--- config.mk ---
export PLATFORM = sky130hd
export DESIGN_NAME = dual_bus_xcvr
export DESIGN_NICKNAME = d
export VERILOG_FILES = /design/src/rtl/xcvr_pkg.sv /design/src/rtl/lane_store.sv /design/src/rtl/lane_route.sv /design/src/rtl/dual_bus_xcvr.sv
export SDC_FILE = /design/constraint.sdc
export NUM_CORES = 1
export LEC_CHECK = 0
export ABC_AREA = 1
export ABC_CLOCK_PERIOD_IN_PS = 2500
export BUFFER_PORTS_ARGS = -buffer_cell sky130_fd_sc_hd__buf_2
export CORE_MARGIN = 2
export CORE_UTILIZATION = 35
export CTS_CLUSTER_SIZE = 25
export DETAILED_ROUTE_END_ITERATION = 16
export GPL_TIMING_DRIVEN = 0
export PLACE_DENSITY = 0.66
export SLEW_MARGIN = 40
export SYNTH_ARGS = -nofsm -noshare
export SYNTH_HDL_FRONTEND = slang
export SYNTH_SLANG_ARGS = --single-unit
export TNS_END_PERCENT = 30
--- constraint.sdc ---
create_clock -name clk -period 2.5 [get_ports clk]
set_clock_uncertainty 0.05 [all_clocks]
set_input_delay 0.5 -clock clk [delete_from_list [all_inputs] [get_ports clk]]
set_output_delay 0.5 -clock clk [all_outputs]
set_load 0.03 [all_outputs]
--- src/rtl/xcvr_pkg.sv ---
// Shared types for the dual-bus transceiver.
// Assumes: one control record per lane, all fields active high except oe_n.
package xcvr_pkg;

    typedef struct packed {
        logic dir_ab;   // 1: drive B from A, 0: drive A from B
        logic oe_n;     // active-low output enable
        logic sel_ab;   // 1: B sourced from A-to-B register
        logic sel_ba;   // 1: A sourced from B-to-A register
    } lane_ctrl_t;

endpackage

--- src/rtl/lane_store.sv ---
// One direction's storage register with strobe rising-edge detection.
// Assumes: strobe is synchronous to clk; register content has no reset,
// only the edge tracker is reset (to "high" so a held strobe is not an edge).
module lane_store #(
    parameter int WIDTH = 8
) (
    input  logic             clk,
    input  logic             rst_n,
    input  logic             strobe,
    input  logic [WIDTH-1:0] d,
    output logic [WIDTH-1:0] q
);

    logic strobe_q;
    logic load;

    // Capture qualifies only outside reset and on a low-to-high strobe.
    assign load = rst_n && strobe && !strobe_q;

    // Track the strobe level seen at the previous clk edge.
    always_ff @(posedge clk) begin
        if (!rst_n) begin
            strobe_q <= 1'b1;
        end else begin
            strobe_q <= strobe;
        end
    end

    // Storage register: loads on a qualified edge, otherwise holds.
    always_ff @(posedge clk) begin
        if (load) begin
            q <= d;
        end
    end

endmodule

--- src/rtl/lane_route.sv ---
// Combinational routing of one lane: picks the source and drives one side.
// Assumes: at most one port of the lane is enabled; released bits read zero.
module lane_route
    import xcvr_pkg::*;
#(
    parameter int WIDTH = 8
) (
    input  lane_ctrl_t       ctrl,
    input  logic [WIDTH-1:0] a_in,
    input  logic [WIDTH-1:0] b_in,
    input  logic [WIDTH-1:0] q_ab,
    input  logic [WIDTH-1:0] q_ba,
    output logic [WIDTH-1:0] a_out,
    output logic [WIDTH-1:0] a_oe,
    output logic [WIDTH-1:0] b_out,
    output logic [WIDTH-1:0] b_oe
);

    logic drive_a;
    logic drive_b;
    logic [WIDTH-1:0] src_ab;
    logic [WIDTH-1:0] src_ba;

    // Decide which side of the lane is driven.
    always_comb begin
        drive_b = !ctrl.oe_n &&  ctrl.dir_ab;
        drive_a = !ctrl.oe_n && !ctrl.dir_ab;
    end

    // Choose live or stored data for each direction.
    always_comb begin
        src_ab = ctrl.sel_ab ? q_ab : a_in;
        src_ba = ctrl.sel_ba ? q_ba : b_in;
    end

    // Gate values and enables onto the ports.
    always_comb begin
        b_oe  = {WIDTH{drive_b}};
        a_oe  = {WIDTH{drive_a}};
        b_out = drive_b ? src_ab : '0;
        a_out = drive_a ? src_ba : '0;
    end

endmodule

--- src/rtl/dual_bus_xcvr.sv ---
// Top: byte-lane registered bidirectional transceiver between ports A and B.
// Assumes: each lane has independent controls; strobes are sampled on clk.
module dual_bus_xcvr
    import xcvr_pkg::*;
#(
    parameter int LANES  = 2,
    parameter int LANE_W = 8,
    localparam int W = LANES * LANE_W
) (
    input  logic             clk,
    input  logic             rst_n,
    input  logic [W-1:0]     a_in,
    output logic [W-1:0]     a_out,
    output logic [W-1:0]     a_oe,
    input  logic [W-1:0]     b_in,
    output logic [W-1:0]     b_out,
    output logic [W-1:0]     b_oe,
    input  logic [LANES-1:0] dir_ab,
    input  logic [LANES-1:0] oe_n,
    input  logic [LANES-1:0] sel_ab,
    input  logic [LANES-1:0] sel_ba,
    input  logic [LANES-1:0] stb_ab,
    input  logic [LANES-1:0] stb_ba
);

    for (genvar l = 0; l < LANES; l++) begin : g_lane
        lane_ctrl_t        ctrl;
        logic [LANE_W-1:0] q_ab;
        logic [LANE_W-1:0] q_ba;

        // Bundle this lane's control pins.
        always_comb begin
            ctrl.dir_ab = dir_ab[l];
            ctrl.oe_n   = oe_n[l];
            ctrl.sel_ab = sel_ab[l];
            ctrl.sel_ba = sel_ba[l];
        end

        lane_store #(.WIDTH(LANE_W)) u_st_ab (
            .clk    (clk),
            .rst_n  (rst_n),
            .strobe (stb_ab[l]),
            .d      (a_in[l*LANE_W +: LANE_W]),
            .q      (q_ab)
        );

        lane_store #(.WIDTH(LANE_W)) u_st_ba (
            .clk    (clk),
            .rst_n  (rst_n),
            .strobe (stb_ba[l]),
            .d      (b_in[l*LANE_W +: LANE_W]),
            .q      (q_ba)
        );

        lane_route #(.WIDTH(LANE_W)) u_route (
            .ctrl  (ctrl),
            .a_in  (a_in[l*LANE_W +: LANE_W]),
            .b_in  (b_in[l*LANE_W +: LANE_W]),
            .q_ab  (q_ab),
            .q_ba  (q_ba),
            .a_out (a_out[l*LANE_W +: LANE_W]),
            .a_oe  (a_oe[l*LANE_W +: LANE_W]),
            .b_out (b_out[l*LANE_W +: LANE_W]),
            .b_oe  (b_oe[l*LANE_W +: LANE_W])
        );
    end

endmodule

==> flow_summary_export.csv <==
group,metric,value,unit
sta,hold_viol_final,0,
setup_path,required,1.95,ns
synthesis,synth_seq_cells,36,
sta,slew_headroom,55.72,%
global_routing,first_global_vias,1530,
power,vdd_drop_max,278.2,uV
die,ioPinCount,110,
routing,dr_wl_met2,1.990,mm
setup_path,cp-end-kind,"primary output",
routing,dr_total_vias,1695,
power,total_power,1.410,mW
place,post-place-ws,0.5805,ns
die,die_w,79.42,um
sta,setup_ws,0.5925,ns
global_routing,grt_util_all_layers,13.24,%
power,intPower,1.011,mW
clocking,cts.sinks,36,
power,switching_power,399.7,uW
sta,min_period_over_period,76.30,%
clocking,cts_made_buffers,5,
power,power_frac_seq,47.7,%
synthesis,ys_seq_area_share,52.29,%
clocking,clockBufferDepth,2,
clocking,htree_num_levels,2,
sta,whs,0.3558,ns
run,max_cap_violations,0,
clocking,clk_pin_slew_worst_paths,0.07,ns
routing,drt-vias-per-instance,4.134,
routing,first_iter_violations,34,
place,port_buffers,105,
die,coreArea,0.005507,sq mm
global_routing,antenna_found_initial,0,
sta,worst-slew-pin-transition,0.6606,ns
global_routing,gr-total-overflow,0,
die,num_rows,27,
synthesis,syn-num-nets,271,
layout,area_delta_synth_final,36.46,%
routing,antenna_left,0,
sta,setup_violations,0,
layout,mostFrequentLayoutCell,"buf_2",
power,switching_share,28.34,%
clocking,cts_tree,"done",
layout,final_area,0.002716,sq mm
synthesis,syn_area,0.001991,sq mm
power,power.share.clock,29.5,%
layout,final_layout_size_suffix_gt1_share,51.78,%
power,combPwrFrac,22.8,%
die,die_y,79.42,um
setup_path,startpoint_type,"input pin",
routing,dr.pass1.iters,4,
place,place_area,0.002626,sq mm
sta,period_needed,1.908,ns
die,floorplan.initialDensity,36.15,%
routing,wl_per_cell,10.03,um
layout,nets,383,
routing,drc,0,
layout,layout_common_cells,"buf_2, nand2_1, nor2_1, buf_4, edfxtp_1",
synthesis,ys_types,15,
place,hpwl,3.199,mm
global_routing,grt_max_degree,17,
synthesis,ys_warn_count,0,
setup_path,path_class,"in -> out",
routing,wl,4.112,mm
clocking,postCtsSetupBuffers,0,
routing,route.met3.wl,347,um
setup_path,critPathMaxFanout,16,
layout,antenna_cells,0,
sta,max_freq,524.2,MHz
clocking,ctsResizeCount,0,
clocking,postCtsHoldBufs,0,
sta,rsz0062_at_grt,"no",
place,gp_congestion,0.7422,
power,power_density,519.2,mW/mm^2
sta,slew_violations,0,
die,die_area,0.006307,sq mm
clocking,clk_latency,0.28,ns
sta,setup_tns,0,ns
power,p_leak,1.441,nW
routing,top_layer_used,"met4",
global_routing,grt_pass1_wl,6.630,mm
synthesis,syn_inst,225,
routing,wl_met1,1.749,mm
synthesis,synth.avg_cell_area,8.847,sq um
clocking,cts_root_buf,"clkbuf_8",
min_path,hold_class,"in -> reg",
status,status,"completed",
setup_path,worstPathArrival,1.36,ns
## cells by family (layout without fill, tap and decap cells)
kind of cell / count (synthesis) / in the layout / share of synthesized area, %
simple gates: 108 / 108 / 22.12
buf+inv: 65 / 178 / 20.05
flops: 36 / 36 / 52.29
compound gates: 16 / 16 / 5.531
## power groups by stage
stage               Combinational [mW]  Clock [mW]  Sequential [mW]
global route                     0.351       0.465            0.673
CTS                              0.327       0.442            0.672
detailed placement               0.326           0            0.686
finish                           0.321       0.417            0.672
global placement                 0.320           0            0.685
floorplan                        0.222           0            0.684
## per-stage QoR
step	std cells	utilization, %
2_1_floorplan	225	-
3_3_place_gp	402	47.33
3_5_place_dp	402	47.69
4_1_cts	410	49.33
5_1_grt	410	49.33
6_report	410	49.33
## flip-flops by register name (all words and copies together) (netlist names)
register                 flops
g_lane.u_st_ab.strobe_q      2
g_lane.u_st_ba.q            16
g_lane.u_st_ba.strobe_q      2
g_lane.u_st_ab.q            16
## final timing paths
check | cells after the start | slack (ns) | startpoint | endpoint
worst max-delay path | 5 | 0.59 | dir_ab[0] | a_out[2]
worst min-delay path | 1 | 0.36 | b_in[0] | g_lane[0].u_st_ba.q[0]
worst max register to register | 1 | 1.21 | g_lane[0].u_st_ba.strobe_q | g_lane[0].u_st_ba.q[5]
worst min register to register | 1 | 0.55 | g_lane[0].u_st_ab.strobe_q | g_lane[0].u_st_ab.q[2]
## layer usage
metal | vias to the layer above | global-route usage, %
met5 | - | 0
met4 | 0 | 3.621
met3 | 4 | 4.072
met2 | 65 | 22.46
met1 | 738 | 16.33
li1 | 888 | -
## cell type report
cell class / instances / area, sq um
fillers: 532 / 2790
repair buffers: 105 / 525.5
inverters: 27 / 103.9
plain buffers: 38 / 295.3
clock buffers: 8 / 90.09
flip-flops and latches: 36 / 1041
multi-input cells: 124 / 570.5
well taps: 72 / 90.09
## cell usage after synthesis, drive strengths merged
master   n  area [sq um]
a21oi   16         110.1
buf     38         295.3
dfxtp    4         80.08
edfxtp  32         960.9
inv     27         103.9
nand2   70         277.8
nor2    34         142.6
nor3     4         20.02
## critical path, cell delays in order
cell     delay [ns]
buf_2          0.12
nor2_4         0.31
nand2_1        0.10
nor2_1         0.11
buf_2          0.21
Power figures use the tool's default switching activity.
